## src/rtl/irqc_pkg.sv

```systemverilog
package irqc_pkg;

  localparam int unsigned REG_ADDR_W = 4;

  localparam logic [REG_ADDR_W-1:0] OFS_EN_SET = 4'h0;
  localparam logic [REG_ADDR_W-1:0] OFS_EN_CLR = 4'h4;
  localparam logic [REG_ADDR_W-1:0] OFS_STATUS = 4'hC;

  typedef enum logic [1:0] {
    ACC_NONE,
    ACC_SET,
    ACC_CLR,
    ACC_STATUS
  } reg_acc_e;

  function automatic reg_acc_e decode_offset(input logic [REG_ADDR_W-1:0] a);
    case (a)
      OFS_EN_SET: return ACC_SET;
      OFS_EN_CLR: return ACC_CLR;
      OFS_STATUS: return ACC_STATUS;
      default:    return ACC_NONE;
    endcase
  endfunction

  function automatic int unsigned lane_base(input int unsigned grp,
                                            input int unsigned lanes);
    return grp * lanes;
  endfunction

endpackage

```

## src/rtl/irqc_sync.sv

```systemverilog
module irqc_sync #(
  parameter int unsigned WIDTH = 32
) (
  input  logic             clk,
  input  logic             rst_n,
  input  logic [WIDTH-1:0] async_in,
  output logic [WIDTH-1:0] sync_out
);

  logic [WIDTH-1:0] stage1_q;
  logic [WIDTH-1:0] stage2_q;
  logic             warm_q;

  always_ff @(posedge clk or negedge rst_n) begin
    if (!rst_n) begin
      stage1_q <= '0;
      stage2_q <= '0;
      warm_q   <= 1'b0;
    end else begin
      stage1_q <= async_in;
      stage2_q <= stage1_q;
      warm_q   <= 1'b1;
    end
  end

  assign sync_out = stage2_q;


  first_stage_chk: assert property (@(posedge clk) disable iff (!rst_n)
    warm_q |-> stage1_q == $past(async_in));


  second_stage_chk: assert property (@(posedge clk) disable iff (!rst_n)
    warm_q |-> sync_out == $past(stage1_q));

endmodule

```

## src/rtl/irqc_enable_bank.sv

```systemverilog
module irqc_enable_bank #(
  parameter int unsigned WIDTH = 32
) (
  input  logic             clk,
  input  logic             rst_n,
  input  logic             set_we,
  input  logic             clr_we,
  input  logic [WIDTH-1:0] wmask,
  output logic [WIDTH-1:0] en_q
);

  logic [WIDTH-1:0] en_next;

  always_comb begin
    en_next = en_q;
    if (set_we) en_next = en_q | wmask;
    else if (clr_we) en_next = en_q & ~wmask;
  end

  always_ff @(posedge clk or negedge rst_n) begin
    if (!rst_n) en_q <= '0;
    else        en_q <= en_next;
  end


  set_reaches_bits_chk: assert property (@(posedge clk) disable iff (!rst_n)
    set_we |=> ((en_q & $past(wmask)) == $past(wmask)));


  set_keeps_others_chk: assert property (@(posedge clk) disable iff (!rst_n)
    set_we |=> ((en_q & ~$past(wmask)) == ($past(en_q) & ~$past(wmask))));


  clr_reaches_bits_chk: assert property (@(posedge clk) disable iff (!rst_n)
    clr_we |=> ((en_q & $past(wmask)) == '0));


  clr_keeps_others_chk: assert property (@(posedge clk) disable iff (!rst_n)
    clr_we |=> ((en_q & ~$past(wmask)) == ($past(en_q) & ~$past(wmask))));


  idle_hold_chk: assert property (@(posedge clk) disable iff (!rst_n)
    (!set_we && !clr_we) |=> $stable(en_q));


  one_write_chk: assert property (@(posedge clk) disable iff (!rst_n)
    !(set_we && clr_we));

endmodule

```

## src/rtl/irqc_group_reduce.sv

```systemverilog
module irqc_group_reduce #(
  parameter int unsigned GROUPS = 4,
  parameter int unsigned LANES  = 8
) (
  input  logic                      clk,
  input  logic                      rst_n,
  input  logic [GROUPS*LANES-1:0]   status,
  output logic [GROUPS-1:0]         grp_q
);

  import irqc_pkg::*;

  for (genvar g = 0; g < GROUPS; g++) begin : g_grp
    localparam int unsigned LO = lane_base(g, LANES);
    logic any_w;
    assign any_w = |status[LO +: LANES];

    always_ff @(posedge clk or negedge rst_n) begin
      if (!rst_n) grp_q[g] <= 1'b0;
      else        grp_q[g] <= any_w;
    end
  end

endmodule

```

## src/rtl/irq_group_combiner.sv

```systemverilog
module irq_group_combiner #(
  parameter int unsigned GROUPS = 4,
  parameter int unsigned LANES  = 8
) (
  input  logic                             clk,
  input  logic                             rst_n,
  input  logic [GROUPS*LANES-1:0]          irq_in,
  input  logic                             wr_en,
  input  logic                             rd_en,
  input  logic [irqc_pkg::REG_ADDR_W-1:0]  addr,
  input  logic [GROUPS*LANES-1:0]          wdata,
  output logic [GROUPS*LANES-1:0]          rdata,
  output logic [GROUPS-1:0]                group_irq
);

  import irqc_pkg::*;

  localparam int unsigned NSRC = GROUPS * LANES;

  reg_acc_e          acc_w;
  logic              set_we_w;
  logic              clr_we_w;
  logic [NSRC-1:0]   sync_w;
  logic [NSRC-1:0]   en_w;
  logic [NSRC-1:0]   status_w;
  logic              warm_q;

  assign acc_w    = decode_offset(addr);
  assign set_we_w = wr_en && (acc_w == ACC_SET);
  assign clr_we_w = wr_en && (acc_w == ACC_CLR);

  irqc_sync #(.WIDTH(NSRC)) u_sync (
    .clk      (clk),
    .rst_n    (rst_n),
    .async_in (irq_in),
    .sync_out (sync_w)
  );

  irqc_enable_bank #(.WIDTH(NSRC)) u_enable (
    .clk    (clk),
    .rst_n  (rst_n),
    .set_we (set_we_w),
    .clr_we (clr_we_w),
    .wmask  (wdata),
    .en_q   (en_w)
  );

  assign status_w = sync_w & en_w;

  irqc_group_reduce #(.GROUPS(GROUPS), .LANES(LANES)) u_reduce (
    .clk    (clk),
    .rst_n  (rst_n),
    .status (status_w),
    .grp_q  (group_irq)
  );

  always_comb begin
    rdata = '0;
    if (rd_en) begin
      case (acc_w)
        ACC_SET, ACC_CLR: rdata = en_w;
        ACC_STATUS:       rdata = status_w;
        default:          rdata = '0;
      endcase
    end
  end

  always_ff @(posedge clk or negedge rst_n) begin
    if (!rst_n) warm_q <= 1'b0;
    else        warm_q <= 1'b1;
  end


  idle_read_zero_chk: assert property (@(posedge clk) disable iff (!rst_n)
    !rd_en |-> rdata == '0);


  unused_read_zero_chk: assert property (@(posedge clk) disable iff (!rst_n)
    (rd_en && addr != OFS_EN_SET && addr != OFS_EN_CLR && addr != OFS_STATUS)
      |-> rdata == '0);


  status_subset_chk: assert property (@(posedge clk) disable iff (!rst_n)
    (rd_en && addr == OFS_STATUS) |-> ((rdata & ~en_w) == '0));


  reset_quiet_chk: assert property (@(posedge clk) disable iff (!rst_n)
    !warm_q |-> (group_irq == '0 && en_w == '0));

  for (genvar g = 0; g < GROUPS; g++) begin : g_chk
    localparam int unsigned LO = lane_base(g, LANES);

    group_lag_chk: assert property (@(posedge clk) disable iff (!rst_n)
      warm_q |-> group_irq[g] == (|$past(sync_w[LO +: LANES] & en_w[LO +: LANES])));
  end

endmodule

```

## config.mk

```make
export PLATFORM = sky130hd
export DESIGN_NAME = irq_group_combiner
export DESIGN_NICKNAME = d
export VERILOG_FILES = /design/src/rtl/irqc_pkg.sv /design/src/rtl/irqc_sync.sv /design/src/rtl/irqc_enable_bank.sv /design/src/rtl/irqc_group_reduce.sv /design/src/rtl/irq_group_combiner.sv
export SDC_FILE = /design/constraint.sdc
export NUM_CORES = 1
export LEC_CHECK = 0
export BUFFER_PORTS_ARGS = -buffer_cell sky130_fd_sc_hd__buf_2
export CAP_MARGIN = 20
export CORE_MARGIN = 2
export CORE_UTILIZATION = 46
export DETAILED_ROUTE_END_ITERATION = 12
export GPL_ROUTABILITY_DRIVEN = 0
export PLACE_DENSITY_LB_ADDON = 0.3
export SETUP_SLACK_MARGIN = 0.3
export SYNTH_ARGS = -nofsm -noshare
export SYNTH_HDL_FRONTEND = slang
export SYNTH_SLANG_ARGS = --single-unit
```

## constraint.sdc

```tcl
create_clock -name clk -period 1.6 [get_ports clk]
set_input_delay 0.32 -clock clk [delete_from_list [all_inputs] [get_ports clk]]
set_output_delay 0.32 -clock clk [all_outputs]
set_load 0.005 [all_outputs]
```

# Word-level counts from Yosys, hierarchy flattened
# Cells that the tools add are included.
[classes] reduce_logical=9 n_mux=5 bitwise_logic=4 n_eq_ne=5
[op_table] op="$mux 32" count=3
[op_table] op="$and 32x32->32" count=2
[op_table] op="$pmux 32 s2" count=1
[op_table] op="$not 32->32" count=1
[op_table] op="$or 32x32->32" count=1
[op_table] op="$reduce_or 8->1" count=4
[op_table] op="$pmux 2 s3" count=1
[op_table] op="$eq 2x2->1 const B" count=2
[op_table] op="$eq 4x3->1 const B" count=1
[op_table] op="$eq 4x4->1 const B" count=1
[op_table] op="$logic_not 4->1" count=1
[op_table] op="$eq 2x1->1 const B" count=1
[op_table] op="$logic_and 1x1->1" count=2
[op_table] op="$reduce_bool 2->1" count=1
[op_table] op="$reduce_or 2->1" count=1
[word_totals] word_cells=30 input_bits=72 ff_bits=100 output_inout_bits=36

# Longest topological paths before layout
[logic_depth] word_depth=6 depth_mapped=7 ltp_nobuf=5

# Modules after synthesis
# Synthesis repeated with hierarchy kept, for this count alone.
[unflattened] cells_unflattened=332 area_unflattened_um2=4046.4
[modules_own_cells] module="irqc_sync" area_each_um2=1601.5 n_inst=1 cells_each=64
[modules_own_cells] module="irqc_enable_bank" area_each_um2=1249.9 n_inst=1 cells_each=102
[modules_own_cells] module="irq_group_combiner" area_each_um2=1029.7 n_inst=1 cells_each=150
[modules_own_cells] module="irqc_group_reduce" area_each_um2=165.2 n_inst=1 cells_each=16

# Worst setup path after synthesis
# Ideal clock, no wire load.
[synth_timing] path_type="in2out" from="input port addr[1] (netlist name)" to="output port rdata[10]" stages=6 required_time_ns=1.280 arrival_ns=1.396 path_slack_ns=-0.116 n_path_buf=1 cell_sequence="nor2_1 nand2_1 ha_1 nand2b_1 clkbuf_1 a211oi_1"
[synth_via] elab_chain_cells=6 word_cells_on_any_way=10 cone_classes="eq/ne: 5; mux: 3; reduce/logical: 2"
[synth_lines] element="start, declared" line="irq_group_combiner.sv:10" rtl="input logic [irqc_pkg::REG_ADDR_W-1:0] addr,"
[synth_lines] element="$eq 4x4->1 (tied with other cells)" line="irqc_pkg.sv:17" rtl="case (a)"
[synth_lines] element="$pmux 2 s3 (*)" line="irqc_pkg.sv:17"
[synth_lines] element="$eq 2x1->1 or $eq 2x2->1 (tied branches)" line="irq_group_combiner.sv:60" rtl="case (acc_w)"
[synth_lines] element="$reduce_or 2->1" line="irq_group_combiner.sv:60"
[synth_lines] element="$pmux 32 s2 (*)" line="irq_group_combiner.sv:60"
[synth_lines] element="$mux 32 (*)" line="irq_group_combiner.sv:59" rtl="if (rd_en) begin"
[synth_lines] element="end, declared" line="irq_group_combiner.sv:12" rtl="output logic [GROUPS*LANES-1:0] rdata,"
# Every way passes the cells marked *; elsewhere a longest branch is shown, timed or not.

# Final worst setup path
[layout_timing] from="input port addr[3] (netlist name)" to="output port rdata[1]"
# The elaborated chain is that of the path after synthesis.

==> metrics.txt <==
status finished, violations left; failing checks negative setup slack; Ys Warns 0; overflow left after global routing 0; Power Density 1060 nW/um2; register area share after synthesis 66.1%; drt pass-1 iters 5; maximum vdd drop 0.000605 V; WL per Instance 18.2 um; cells after synthesis roughly 310; CTS Buf Count 9; pre-CTS WS -0.436 ns; Fmax 518 MHz; Max clock buf depth 2; RSZ-0062 raised after global routing yes; largest net degree at the start of global routing 46; PortBufs 107; initial antenna violation count 0; critical path buffer and inverter count 3; Least-Margin Pin Slew between 0.3 and 0.4 ns; min Tclk post-route between 1.5 and 2 ns; #FFs+latches synth 100; Final TNS setup -17.96 ns; Worst Path Max Fanout 16; asr flop ratio synth 100%; gr usage total 21.8%; MaxCap Viol Count 0; Synth area leaders dfrtp_1 (66%), a22o_1 (7.4%), a211oi_1 (6.3%); final setup margin -0.329 ns; first-pass GRT wire length 14600 um; core area 8090 um2; WP depth 8; CP max stage delay 0.26 ns; Worst-path clk slew 0.09 ns; worst setup path endpoint rdata[1]; First DRT Iteration DRCs 283; CTS H-tree lvls 3; vias post-DR around 3000; Area Growth Syn to Fin 46.5%; final net count 520; Critical Path AT 1.61 ns; Synth Flop Type dfrtp_1; mean area per synthesized cell 12.1 um2; vias in the first global route about 2900; Final Setup Violations 64; Min Hold Slack 0.0684 ns; drt drc 0; Pleak between 2 and 3 nW; clock root cell clkbuf_8; Final Skew 0.00602 ns; TritonCTS clock tree built; crit path from addr[3]; Vert. Die Dim 94.7 um; headroom to the max-slew limit 74.6%; Synth top cells by count dfrtp_1 (100), nand2_1 (34); Syn Std Cell Area 3780 um2; area leader, netlist dfrtp_1; Req. time, crit path 1.28 ns; Distinct cells, synth 17; EDFF count, synth 0; Die Width 94.7 um; drt total wl 10100 um; internal reg-to-reg setup slack 0.66 ns; Final Hold Viols 0; initial core utilization 46.8%; CP Launch Type input port; layout cells sized above 1 52.1%; io pins between 100 and 150; vias per cell approximately 5.5; delay-heaviest family, CP buffers and inverters; Layout fillers a little over 600; dpl hpwl 6360 um; Crit Path Category input port to primary output; die area 8970 um2; final slew viol count 0; post-synth top area share 66.1%; FP Rows 33; ANT nets after route 0; FF-to-FF path depth 2; crit-path cells buf_8 > xnor2_4 > and2_4 > ha_4 > buf_12 > nand2_1 > a211oi_2 > buf_2; cell with the most instances after synthesis dfrtp_1; fin area approximately 5500 um2; worst skew pair latency 0.35 ns; final core occ 68.5%; Hold Path Class input port to register; clock sink count 100; Crit-path slowest cell a211oi_2; reg2reg end u_reduce.grp_q[1]; period utilization 121%; crit end category primary output; Post-DP Area ~4800 um2; Synth Net Count 388
-- timing repair --
item / 4_1_cts / 5_1_grt
hold endpoints to repair: 17 / 0
buffers inserted: 9 / 1
resized for setup: 18 / 43
pin swaps: 1 / 34
gates cloned: 2 / 4
setup endpoints to repair: 32 / 64
hold buffers: 1 / 0
-- how the worst min path moves through the flow --
stage,from,to,cells past startpoint
finish,irq_in[13],u_sync.stage1_q[13],1
global route,irq_in[13],u_sync.stage1_q[13],1
CTS,irq_in[4],u_sync.stage1_q[4],1
detailed placement,rst_n,u_sync.stage1_q[30],1
global placement,rst_n,u_sync.stage1_q[29],1
floorplan,rst_n,async pin,0
-- cell usage in the layout (no fill, tap or decap), drive strengths merged --
cell | synthesis | final
nand2b | 1 | 1
clkinv | 0 | 1
dlygate4sd3 | 0 | 1
nand4 | 4 | 4
ha | 4 | 4
buf | 9 | 137
a211oi | 32 | 32
inv | 32 | 32
and2 | 3 | 3
nand3 | 32 | 32
nand2 | 34 | 34
xnor2 | 1 | 1
a22o | 32 | 32
clkinvlp | 0 | 1
diode | 0 | 1
dfrtp | 100 | 100
a22oi | 16 | 16
nor2 | 1 | 1
bufinv | 0 | 3
clkbuf | 11 | 12
-- through the flow --
step	std cells	power [W]
floorplan	312	0.00360
global route	552	0.00619
CTS	547	0.00587
finish	553	0.00590
detailed placement	521	0.00399
global placement	521	0.00395
-- area by class of cell --
class                      count  area (um2)  area share [%]
sequential                   100        2500            45.1
clock inverter                 5         103            1.85
timing repair buffer         141        1080            19.5
antenna                        1        2.50          0.0451
multi-input combinational    160        1480            26.7
inverter                      32         120            2.17
tap                          105         131            2.37
clock buffer                   9         124            2.23
-- where the power goes --
part,leakage (nW),internal [W],total (W),switching [W]
registers,1.17,0.00285,0.00309,0.000240
clock network,0.111,0.00102,0.00182,0.000805
logic,1.22,0.000494,0.000986,0.000492
total,2.50,0.00436,0.00590,0.00154
-- layer usage --
| metal | part of all wire, % | up-vias | track usage, % |
|---|---|---|---|
| li1 | - | 1360 | - |
| met1 | 44 | 1544 | 30.9 |
| met2 | 49 | 108 | 34.0 |
| met3 | 5.9 | 4 | 4.95 |
| met4 | 0.71 | 0 | 6.04 |
| met5 | 0 | - | 0 |
-- kinds of logic (layout without fill, tap and decap cells) --
group           count (synthesis)  after routing  synth area share, %
compound gates                 80             80                 16.9
simple gates                   75             75                 9.09
xor+xnor                        1              1                0.232
buf+inv                        52            187                 6.28
other cells                     0              1                    0
fa+ha+maj                       4              4                 1.32
flops                         100            100                 66.1
(Power assumes the default switching activity.)
